--- src/rtl/sem_pkg.sv ---
package sem_pkg;
    typedef enum logic [2:0] {
        SEM_FREE,
        SEM_OWN_L,
        SEM_OWN_R,
        SEM_OWN_L_PR,
        SEM_OWN_R_PL
    } sem_state_e;
endpackage

--- src/rtl/sem_port_decode.sv ---
module sem_port_decode #(
    parameter int ADDR_W  = 15,
    parameter int DATA_W  = 16,
    parameter int NUM_SEM = 8,
    localparam int IDX_W  = $clog2(NUM_SEM)
) (
    input  logic               sem_sel,
    input  logic               mem_en,
    input  logic               wr,
    input  logic [ADDR_W-1:0]  addr,
    input  logic [DATA_W-1:0]  wdata,
    output logic               rd_hit,
    output logic [IDX_W-1:0]   idx,
    output logic [NUM_SEM-1:0] req_vec,
    output logic [NUM_SEM-1:0] rel_vec
);
    logic access;
    logic unused_bits;

    // Only the low index bits and wdata[0] carry meaning
    assign unused_bits = &{1'b0, addr[ADDR_W-1:IDX_W], wdata[DATA_W-1:1]};
    assign access = sem_sel && !mem_en;
    assign idx    = addr[IDX_W-1:0];
    assign rd_hit = access && !wr;

    for (genvar g = 0; g < NUM_SEM; g++) begin : g_dec
        assign req_vec[g] = access && wr && (idx == IDX_W'(g)) && !wdata[0];
        assign rel_vec[g] = access && wr && (idx == IDX_W'(g)) &&  wdata[0];
    end
endmodule

--- src/rtl/sem_cell.sv ---
module sem_cell
    import sem_pkg::*;
(
    input  logic clk,
    input  logic rst_n,
    input  logic l_req,
    input  logic l_rel,
    input  logic r_req,
    input  logic r_rel,
    output logic l_view,
    output logic r_view
);
    sem_state_e state, nxt;

    always_ff @(posedge clk) begin
        if (!rst_n) state <= SEM_FREE;
        else        state <= nxt;
    end

    always_comb begin
        nxt = state;
        unique case (state)
            SEM_FREE: begin
                if (l_req)      nxt = r_req ? SEM_OWN_L_PR : SEM_OWN_L;
                else if (r_req) nxt = SEM_OWN_R;
            end
            SEM_OWN_L: begin
                if (l_rel)      nxt = r_req ? SEM_OWN_R : SEM_FREE;
                else if (r_req) nxt = SEM_OWN_L_PR;
            end
            SEM_OWN_R: begin
                if (r_rel)      nxt = l_req ? SEM_OWN_L : SEM_FREE;
                else if (l_req) nxt = SEM_OWN_R_PL;
            end
            SEM_OWN_L_PR: begin
                if (l_rel)      nxt = r_rel ? SEM_FREE : SEM_OWN_R;
                else if (r_rel) nxt = SEM_OWN_L;
            end
            SEM_OWN_R_PL: begin
                if (r_rel)      nxt = l_rel ? SEM_FREE : SEM_OWN_L;
                else if (l_rel) nxt = SEM_OWN_R;
            end
            default: nxt = SEM_FREE;
        endcase
    end

    always_comb begin
        l_view = 1'b1;
        r_view = 1'b1;
        unique case (state)
            SEM_OWN_L, SEM_OWN_L_PR: l_view = 1'b0;
            SEM_OWN_R, SEM_OWN_R_PL: r_view = 1'b0;
            default: ;
        endcase
    end


    free_grant_chk: assert property (@(posedge clk) disable iff (!rst_n)
        (state == SEM_FREE && l_req) |=> (!l_view && r_view));

    l_owner_hold_chk: assert property (@(posedge clk) disable iff (!rst_n)
        (!l_view && !l_rel) |=> !l_view);

    r_owner_hold_chk: assert property (@(posedge clk) disable iff (!rst_n)
        (!r_view && !r_rel) |=> !r_view);

    handoff_chk: assert property (@(posedge clk) disable iff (!rst_n)
        (state == SEM_OWN_L_PR && l_rel && !r_rel) |=> (!r_view && l_view));

    tie_chk: assert property (@(posedge clk) disable iff (!rst_n)
        (state == SEM_FREE && l_req && r_req) |=> (state == SEM_OWN_L_PR));

    cancel_chk: assert property (@(posedge clk) disable iff (!rst_n)
        (state == SEM_OWN_L_PR && r_rel && !l_rel) |=> (state == SEM_OWN_L));
endmodule

--- src/rtl/sem_readout.sv ---
module sem_readout #(
    parameter int NUM_SEM = 8,
    parameter int DATA_W  = 16,
    localparam int IDX_W  = $clog2(NUM_SEM)
) (
    input  logic               clk,
    input  logic               rst_n,
    input  logic               rd_hit,
    input  logic [IDX_W-1:0]   idx,
    input  logic [NUM_SEM-1:0] views,
    output logic [DATA_W-1:0]  rdata
);
    always_ff @(posedge clk) begin
        if (!rst_n)      rdata <= '1;
        else if (rd_hit) rdata <= {DATA_W{views[idx]}};
    end


    replicate_chk: assert property (@(posedge clk) disable iff (!rst_n)
        rd_hit |=> (rdata == '0 || rdata == '1));

    hold_chk: assert property (@(posedge clk) disable iff (!rst_n)
        !rd_hit |=> $stable(rdata));
endmodule

--- src/rtl/sem_bank_top.sv ---
module sem_bank_top #(
    parameter int ADDR_W  = 15,
    parameter int DATA_W  = 16,
    parameter int NUM_SEM = 8,
    localparam int IDX_W  = $clog2(NUM_SEM)
) (
    input  logic              clk,
    input  logic              rst_n,
    input  logic              l_sem_sel,
    input  logic              l_mem_en,
    input  logic              l_wr,
    input  logic [ADDR_W-1:0] l_addr,
    input  logic [DATA_W-1:0] l_wdata,
    output logic [DATA_W-1:0] l_rdata,
    input  logic              r_sem_sel,
    input  logic              r_mem_en,
    input  logic              r_wr,
    input  logic [ADDR_W-1:0] r_addr,
    input  logic [DATA_W-1:0] r_wdata,
    output logic [DATA_W-1:0] r_rdata
);
    logic               l_rd, r_rd;
    logic [IDX_W-1:0]   l_idx, r_idx;
    logic [NUM_SEM-1:0] l_req, l_rel, r_req, r_rel;
    logic [NUM_SEM-1:0] l_views, r_views;

    sem_port_decode #(.ADDR_W(ADDR_W), .DATA_W(DATA_W), .NUM_SEM(NUM_SEM)) u_dec_l (
        .sem_sel(l_sem_sel), .mem_en(l_mem_en), .wr(l_wr), .addr(l_addr),
        .wdata(l_wdata), .rd_hit(l_rd), .idx(l_idx), .req_vec(l_req), .rel_vec(l_rel));

    sem_port_decode #(.ADDR_W(ADDR_W), .DATA_W(DATA_W), .NUM_SEM(NUM_SEM)) u_dec_r (
        .sem_sel(r_sem_sel), .mem_en(r_mem_en), .wr(r_wr), .addr(r_addr),
        .wdata(r_wdata), .rd_hit(r_rd), .idx(r_idx), .req_vec(r_req), .rel_vec(r_rel));

    for (genvar g = 0; g < NUM_SEM; g++) begin : g_cell
        sem_cell u_cell (
            .clk(clk), .rst_n(rst_n),
            .l_req(l_req[g]), .l_rel(l_rel[g]),
            .r_req(r_req[g]), .r_rel(r_rel[g]),
            .l_view(l_views[g]), .r_view(r_views[g]));
    end

    sem_readout #(.NUM_SEM(NUM_SEM), .DATA_W(DATA_W)) u_rd_l (
        .clk(clk), .rst_n(rst_n), .rd_hit(l_rd), .idx(l_idx),
        .views(l_views), .rdata(l_rdata));

    sem_readout #(.NUM_SEM(NUM_SEM), .DATA_W(DATA_W)) u_rd_r (
        .clk(clk), .rst_n(rst_n), .rd_hit(r_rd), .idx(r_idx),
        .views(r_views), .rdata(r_rdata));
endmodule

--- config.mk ---
export PLATFORM = sky130hd
export DESIGN_NAME = sem_bank_top
export DESIGN_NICKNAME = d
export VERILOG_FILES = /design/src/rtl/sem_pkg.sv /design/src/rtl/sem_port_decode.sv /design/src/rtl/sem_cell.sv /design/src/rtl/sem_readout.sv /design/src/rtl/sem_bank_top.sv
export SDC_FILE = /design/constraint.sdc
export NUM_CORES = 1
export LEC_CHECK = 0
export ABC_CLOCK_PERIOD_IN_PS = 3510
export BUFFER_PORTS_ARGS = -buffer_cell sky130_fd_sc_hd__buf_2
export CAP_MARGIN = 20
export CORE_MARGIN = 1
export CORE_UTILIZATION = 50
export CTS_CLUSTER_DIAMETER = 30
export DETAILED_ROUTE_END_ITERATION = 12
export PLACE_DENSITY = 0.79
export SYNTH_ARGS = -nofsm -noshare
export SYNTH_HDL_FRONTEND = slang
export SYNTH_SLANG_ARGS = --single-unit
--- constraint.sdc ---
create_clock -name clk -period 3.51 [get_ports clk]
set_input_delay 0.5265 -clock clk [delete_from_list [all_inputs] [get_ports clk]]
set_output_delay 0.5265 -clock clk [all_outputs]
set_load 0.05 [all_outputs]
== Yosys cells after proc, flatten, opt, wreduce, memory -nomap -nowiden ==
Cells that the tools add are included.
Widths: inputs -> output; s select.

* Bits in registers: 26
* Latch bits: 0
* Bits in writable memories: 0
* Bits in read-only memories: 0
* Output and inout port bits: 32
* Word-level logic and storage cells: 340
* Memories kept: 0

* Add/sub/neg operators: 0
* Multiply operators: 0
* Div/mod/pow operators: 0
* Magnitude comparators: 2
* Equal/unequal tests: 86
* Shifts and indexed selects: 0
* Mux-type cells: 148
* Bitwise operators: 0
* Reduce and logical (&&, ||, !) cells: 94

{| class="wikitable"
|+ Operators with widths
! operator !! count
|-
| $mux 3 || 80
|-
| $ne 3x1->1 const B || 40
|-
| $pmux 3 s5 || 8
|-
| $eq 3x2->1 const B || 20
|-
| $logic_and 1x1->1 || 54
|-
| $eq 3x3->1 const B || 16
|-
| $mux 2 || 24
|-
| $reduce_and 5->1 || 8
|-
| $mux 1 || 34
|-
| $reduce_or 2->1 || 16
|-
| $eq 3x1->1 const B || 10
|-
| $logic_not 3->1 || 10
|-
| $lt 3x4->1 const B || 2
|-
| $bmux 1 s3 || 2
|-
| $logic_not 1->1 || 6
|}

== Logic depth before layout (Yosys ltp) ==
Gate-level depths: netlist of run 1.

* Word-level depth: 8
* Mapped depth: 7

== By module ==
A second synthesis of run 1 with hierarchy kept.

* Cells, all modules: 354
* Area, all modules: 2725.1 um^2

{| class="wikitable"
|+ Modules (own cells, without submodules)
! module !! instances !! cells an instance !! area each (um^2) !! seq. area each (um^2)
|-
| sem_cell || 8 || 30 || 231.5 || 60.1
|-
| sem_readout || 2 || 25 || 220.2 || 20.0
|-
| sem_port_decode || 2 || 32 || 216.5 || 0.0
|}

== Least setup slack after synthesis of run 1 ==
OpenSTA, ideal clock, no wires.

* Path kind: input -> register
* From: in r_wr
* To: reg g_cell[7].u_cell.state[1]
* Setup time: 0.119 ns
* Data arrival time: 2.118 ns
* Required time: 3.391 ns
* Slack: 1.273 ns
* Cell stages on the path: 6
* Buffers on the path: 1
* Path through: buf_2 > nand4b_4 > or4_1 > and3_4 > or3_1 > o221a_1

* Cells in the longest elaborated chain, start to end: 6

{| class="wikitable"
|+ Ends and longest elaborated chain
! element !! line !! source
|-
| start, declared || sem_bank_top.sv:17 || <nowiki>input logic r_wr,</nowiki>
|-
| $logic_and 1x1->1 * (2 in series) || sem_port_decode.sv:27, sem_port_decode.sv:28 ||
|-
| $logic_and 1x1->1 (on tied branches) || sem_port_decode.sv:28, sem_port_decode.sv:27 ||
|-
| $mux 2 (on tied branches) || sem_cell.sv:36, sem_cell.sv:24, sem_cell.sv:28 ||
|-
| $mux 3 (on tied branches) || sem_cell.sv:36, sem_cell.sv:24, sem_cell.sv:28 ||
|-
| $pmux 3 s5 || sem_cell.sv:22 || <nowiki>unique case (state)</nowiki>
|-
| end signal, assigned || sem_cell.sv:17 || <nowiki>else state <= nxt;</nowiki>
|-
| end, declared || sem_cell.sv:13 || <nowiki>sem_state_e state, nxt;</nowiki>
|}

Mark *: on every way between the ends. The rest lies on a longest branch, timed or not.
A chain may end at the register's enable or synchronous reset.

== Worst setup path after layout of run 1 ==
* From: in r_wdata[0]
* To: reg g_cell[7].u_cell.state[1]

* Cells in the longest elaborated chain, start to end: 5

{| class="wikitable"
|+ Ends and longest elaborated chain
! element !! line !! source
|-
| start, declared || sem_bank_top.sv:19 || <nowiki>input logic [DATA_W-1:0] r_wdata,</nowiki>
|-
| $logic_not 1->1 || sem_port_decode.sv:27 || <nowiki>assign req_vec[g] = access && wr && (idx == IDX_W'(g)) && !wdata[0];</nowiki>
|-
| $logic_and 1x1->1 || sem_port_decode.sv:27 ||
|-
| $mux 2 (on tied branches) || sem_cell.sv:28, sem_cell.sv:24 ||
|-
| $mux 3 (on tied branches) || sem_cell.sv:28, sem_cell.sv:24 ||
|-
| $pmux 3 s5 || sem_cell.sv:22 ||
|}

Several ways; a longest one is shown, not always the timed one.

==> impl_results.md, run 1 <==
* Clock skew at 4.872 ps
* H-tree depth reported by CTS at 1
* DR iter-0 viols at 401
* Delay-heaviest family, CP: simple AND/OR/NAND/NOR gates
* Total internal power at 453.2 uW
* Power Total at 729.9 uW
* Number of max-cap violations at 0
* Crit path cell chain: buf_2 -> nand4b_1 -> nor3_1 -> a2111oi_0 -> or3_1 -> o221a_1
* Number of stages on the worst hold path at 2
* Cell leakage power at 0.001025 uW
* Most common cell after layout, fill and taps aside: buf_2
* Seq cells post-synth at 26
* Largest driver fanout on the critical path at 21
* Commonest cells after routing, fill and taps aside: 47 x buf_2, 30 x nor2_1, 26 x dfxtp_1
* Reg2reg start: g_cell[7].u_cell.state[1]
* Max-Slew Margin vs Limit at 57.82%
* Inserted Diodes at 0
* Boundary Pins at 102
* Type of the setup path with the least slack: in2reg
* Hold worst-path end: g_cell[2].u_cell.state[2]
* Die span in x at 80.21 um
* Global-route wire length before repair at 12.96 mm
* Number of hold-slack violations in the final timing report at 0
* Residual DRC count at 0
* Number of slew-limit violations in the final report at 0
* Minimum period implied by the final worst setup slack at 2409 ps
* Worst setup margin at 1101 ps
* Antenna violations before repair at 0
* Async S/R FF share, synth at 0%
* Synth unique cells at 70
* Part of the total power dissipated in sequential elements at 42.4%
* Maximum resistive drop on vdd at 0.1734 mV
* Via/cell ratio at 6.610
* Drt first pass iters at 5
* Count of instances resized after the clock tree is built at 0
* Number of buffers created by CTS at 3
* Number of nets in the final layout at 475
* Layout Utilization at 51.56%
* Share of the clock period used by the worst path at 68.64%
* Filler Cells Inserted at 566
* Leading area contributor after synthesis: dfxtp_1
* Worst slack, placed at 850.1 ps
* Clk pwr share at 29.9%
* Port buffer count at 47
* Register area share after synthesis at 17.02%
* Slowest CP cell: nand4b_1
* CTS tree: built
* HPWL reported at the end of detailed placement at 5.542 mm
* Average detailed-routed wire length per instance at 16.58 um
* Required time reported for the critical path endpoint at 3700 ps
* Count of warnings emitted by yosys at 0
* RSZ-0062 raised after global routing: no
* Transition time at the pin with the least slew margin at 632.7 ps
* End of the worst register-to-register path: g_cell[7].u_cell.state[1]
* Number of buffers on the longest clock path at 2
* DIE AREA at 6433 um2
* Root Buffer: clkbuf_8
* Worst r2r path cells at 5
* Later-pin clock latency in the skew report at 290 ps
* Reported net switching power at 276.6 uW
* Total negative slack at 0 ps
* Synth Cell Area at 3058 um2
* Number of vias in the routed layout at 3166
* Portion of synthesized cell area occupied by the leading cell type at 17.02%
* Maximum number of pins on one net before global-route repair at 32
* Count of hold buffers inserted by post-cts repair at 0
* Remaining antenna violation count after routing at 0
* Top FF cell, synth: dfxtp_1
* Sort of element at the end of the critical path: register
* Clock-pin slew on the worst setup and hold paths at 110 ps
* Number of setup buffers added after CTS at 0
* Outcome: finished clean
* Arr. time, crit path at 2600 ps
* Area taken by multi-input logic gates at 2073 um2
* Worst R2R Setup Slack at 1440 ps
* Gate Count Post-Synth at 425
* Pwr dens at 239.1 nW/um2
* Core region area at 5921 um2
* Final count of negative-setup-slack endpoints at 0
* Worst hold margin at 585.5 ps
* Worst Hold Launch: g_cell[2].u_cell.state[2]
* Die Ht at 80.21 um
* Synthesized net count at 495
* Clock sink total at 26
* Effective utilization at floorplan at 51.65%
* Synthesis-to-finish area growth at -0.1636%
* Number of enable-type register cells in the synthesized netlist at 0
* Aggregate routed wire length at 7.943 mm
* CP startpoint kind: input port
* Relative contribution of combinational cells to total power at 27.6%
* Sequential cell area at 520.5 um2
* Share of post-route cells with drive strength above 1 at 15.35%
* Via count of the first global-routing pass at 2792
* Std-Cell Rows at 28
* Avg Inst Size Synth at 7.195 um2
* Proportion of total power due to net switching at 37.90%
* Maximum operating frequency at 415.1 MHz
* Highest cell delay on the worst timing path at 530 ps
* Leftover overflow at the end of global routing at 0
* GR Util All Layers at 25.44%
* Class of the most critical hold timing path: reg2reg
* Weighted congestion at the end of routability-driven global placement at 0.8646
* Buffers and inverters on the worst path at 1
* Cell types occupying the most area after synthesis: dfxtp_1 17%, buf_4 7.6%, a31oi_1 4.1%
layout make-up:
type	count	share of cell area, %
clock buffer	4	1.803
inverter	16	1.967
multi-input combinational	309	67.91
sequential	26	17.05
tap	75	3.074
timing repair buffer	49	8.197
power groups by stage:
stage | Sequential (uW) | Clock (uW) | Combinational, uW
final | 310 | 218 | 202
after global routing | 311 | 232 | 214
after CTS | 310 | 219 | 199
after detailed placement | 316 | 0 | 199
after global placement | 316 | 0 | 197
after floorplan | 314 | 0 | 179
stage by stage:
| stage | cells | cell area, um2 |
|---|---|---|
| 3_5_place_dp | 475 | 2998 |
| 2_1_floorplan | 425 | 3058 |
| 5_1_grt | 479 | 3053 |
| 4_1_cts | 479 | 3053 |
| 3_3_place_gp | 475 | 2998 |
| 6_report | 479 | 3053 |
tightest hold or removal path, stage by stage, from the launching register on:
cell     delay (ps)
dfxtp_1         400
nand2_1          90
mux2i_1          60
cell families (layout without fill, tap and decap cells):
| kind of cell | Yosys count | after routing | synth area share (%) |
|---|---|---|---|
| AND/OR/NAND/NOR | 176 | 176 | 33.18 |
| AO/OA/AOI/OAI | 102 | 102 | 24.43 |
| buffers and inverters | 90 | 69 | 15.18 |
| flip-flops | 26 | 26 | 17.02 |
| XOR/XNOR | 20 | 20 | 5.728 |
| multiplexers | 11 | 11 | 4.460 |
cell usage after synthesis, types with 11 or more instances:
library cell   n
a21oi_1       12
a31oi_1       20
buf_4         31
clkbuf_1      33
dfxtp_1       26
inv_1         13
nand2_1       20
nand2b_1      11
nand3_1       21
nor2_1        30
nor3_1        18
xnor2_1       13
layer usage:
metal,track usage (%),up-vias,part of all wire [%],wire length (um)
met2,41.62,172,46,3656
met1,32.79,1460,43,3392
met4,11.61,0,2.7,218
met3,3.636,23,8.5,676
met5,0,-,0,0
li1,-,1511,-,-
flip-flops by register name, indices dropped and copies added (netlist names):
| name | count |
|---|---|
| u_rd_r.rdata | 1 |
| u_rd_l.rdata | 1 |
| g_cell.u_cell.state | 24 |
worst max-delay path by stage:
| stage | start | to | slack, ps | depth (start not counted) |
|---|---|---|---|---|
| 6_report | r_wdata[0] | g_cell[7].u_cell.state[1] | 1100 | 6 |
| 5_1_grt | r_wdata[0] | g_cell[7].u_cell.state[1] | 1030 | 6 |
| 4_1_cts | r_wdata[0] | g_cell[7].u_cell.state[1] | 1160 | 6 |
| 3_5_place_dp | r_wdata[0] | g_cell[7].u_cell.state[1] | 850 | 6 |
| 3_3_place_gp | r_wdata[0] | g_cell[7].u_cell.state[1] | 920 | 6 |
| 2_1_floorplan | r_wr | g_cell[7].u_cell.state[1] | 1270 | 6 |
Power figures use the tool's default switching activity.
==> run 2, diff against run 1 <==
Settings changed: ABC_CLOCK_PERIOD_IN_PS 3510 to 2150, CORE_UTILIZATION 50 to 47, PLACE_DENSITY 0.79 to 0.78.
Clock period 3.51 ns to 2.15 ns, I/O delays scaled along.
==> impl_results.md, run 2 (same netlist as run 1, synthesis figures left out) <==
* Final design instance area without fill at 3258 um2
* Total negative slack at 0 ps
* Weighted congestion at the end of routability-driven global placement at 0.9655
* Number of buffers on the longest clock path at 2
* Transition time at the pin with the least slew margin at 531.5 ps
* Number of vias in the routed layout at 3291
* Clock sink total at 26
* Effective utilization at floorplan at 48.43%
* CTS tree: built
* Arr. time, crit path at 2160 ps
* Sequential cell area at 520.5 um2
* Number of max-cap violations at 0
* Commonest cells after routing, fill and taps aside: 47 x buf_2, 30 x nor2_1, 29 x buf_4
* Count of hold buffers inserted by post-cts repair at 0
* Worst R2R Setup Slack at 210 ps
* Number of buffers created by CTS at 3
* DR iter-0 viols at 433
* GR Util All Layers at 25.30%
* DIE AREA at 6833 um2
* Core region area at 6314 um2
* Max-Slew Margin vs Limit at 64.29%
* Max reg flops at 24
* Minimum period implied by the final worst setup slack at 1938 ps
* Root Buffer: clkbuf_8
* Type of the setup path with the least slack: reg2reg
* Number of setup buffers added after CTS at 0
* Maximum operating frequency at 516.1 MHz
* Maximum resistive drop on vdd at 0.2081 mV
* Residual DRC count at 0
* Pwr dens at 369.8 nW/um2
* Share of the clock period used by the worst path at 90.12%
* RSZ-0062 raised after global routing: no
* Remaining antenna violation count after routing at 0
* Required time reported for the critical path endpoint at 2370 ps
* Boundary Pins at 102
* Class of the most critical hold timing path: in2reg
* Outcome: finished clean
* Standard cell area after detailed placement at 3203 um2
* Number of hold-slack violations in the final timing report at 0
* Area taken by multi-input logic gates at 2073 um2
* Worst Hold Launch: rst_n
* Clock skew at 7.080 ps
* Number of stages on the worst hold path at 2
* Clock-pin slew on the worst setup and hold paths at 100 ps
* Average detailed-routed wire length per instance at 16.41 um
* Via/cell ratio at 6.478
* End of the worst register-to-register path: g_cell[6].u_cell.state[2]
* HPWL reported at the end of detailed placement at 6.108 mm
* Worst r2r path cells at 5
* Port buffer count at 47
* Largest driver fanout on the critical path at 11
* Biggest registers after layout: g_cell.u_cell.state: 24 flops, u_rd_l.rdata: 1 flops, u_rd_r.rdata: 1 flops
* Later-pin clock latency in the skew report at 290 ps
* Count of instances resized after the clock tree is built at 0
* Inserted Diodes at 0
* Leftover overflow at the end of global routing at 0
* Antenna violations before repair at 0
* Most common cell after layout, fill and taps aside: buf_2
* H-tree depth reported by CTS at 1
* CP startpoint kind: register
* Maximum number of pins on one net before global-route repair at 18
* Share of post-route cells with drive strength above 1 at 20.65%
* Synthesis-to-finish area growth at 6.546%
* Via count of the first global-routing pass at 2932
* Drt first pass iters at 5
* Global-route wire length before repair at 13.43 mm
* Reg2reg start: g_cell[6].u_cell.state[2]
* Register ranked first by flip-flop count: g_cell.u_cell.state
* Number of slew-limit violations in the final report at 0
* Aggregate routed wire length at 8.338 mm
* Die Ht at 82.66 um
* Number of nets in the final layout at 502
* Filler Cells Inserted at 621
* Final count of negative-setup-slack endpoints at 0
* Hold worst-path end: u_rd_r.rdata[0]
* Cell leakage power at 0.001159 uW
* Std-Cell Rows at 29
* Die span in x at 82.66 um
* Worst hold margin at 373.4 ps
* Sort of element at the end of the critical path: register
* Critical path origin: g_cell[6].u_cell.state[2]
## run 2: power by group
group	internal, uW	switching (uW)
sequential	488	14.4
combinational	108	252
clock	165	178
## run 2: area by class of cell
class,count,area share (%)
multi-input cells,309,63.63
flip-flops and latches,26,15.98
repair buffers,76,13.90
well taps,77,2.957
inverters,16,1.843
clock buffers,4,1.690
## run 2: through the flow
stage / worst slack [ps] / utilization (%) / power [uW] / std cells
final: 212.5 / 51.61 / 1205 / 508
after floorplan: 117.2 / - / 805.7 / 425
after CTS: 259.9 / 51.61 / 1209 / 508
after detailed placement: 72.12 / 50.73 / 867.0 / 504
after global placement: 95.50 / 50.73 / 861.7 / 504
after global routing: 128.9 / 51.61 / 1261 / 508
## run 2: critical path, stage by stage, from the launching register on
cell,delay [ps]
dfxtp_1,550
nor3b_1,420
o21ai_0,160
a31o_1,230
a31oi_1,290
mux2i_1,220
## run 2: worst max-delay path by stage
| stage | depth (start not counted) | to | slack, ps |
|---|---|---|---|
| after global routing | 5 | g_cell[6].u_cell.state[2] | 130 |
| after global placement | 8 | g_cell[4].u_cell.state[1] | 100 |
| after CTS | 5 | g_cell[6].u_cell.state[2] | 260 |
| final | 5 | g_cell[6].u_cell.state[2] | 210 |
| after detailed placement | 8 | g_cell[4].u_cell.state[1] | 70 |
| after floorplan | 6 | g_cell[7].u_cell.state[1] | 120 |
## run 2: metal layers
metal	vias up	global-route usage (%)	routed length [um]
met4	0	11.21	270
met5	-	0	0
met3	32	3.846	576
li1	1570	-	-
met2	177	42.95	3908
met1	1512	31.32	3583
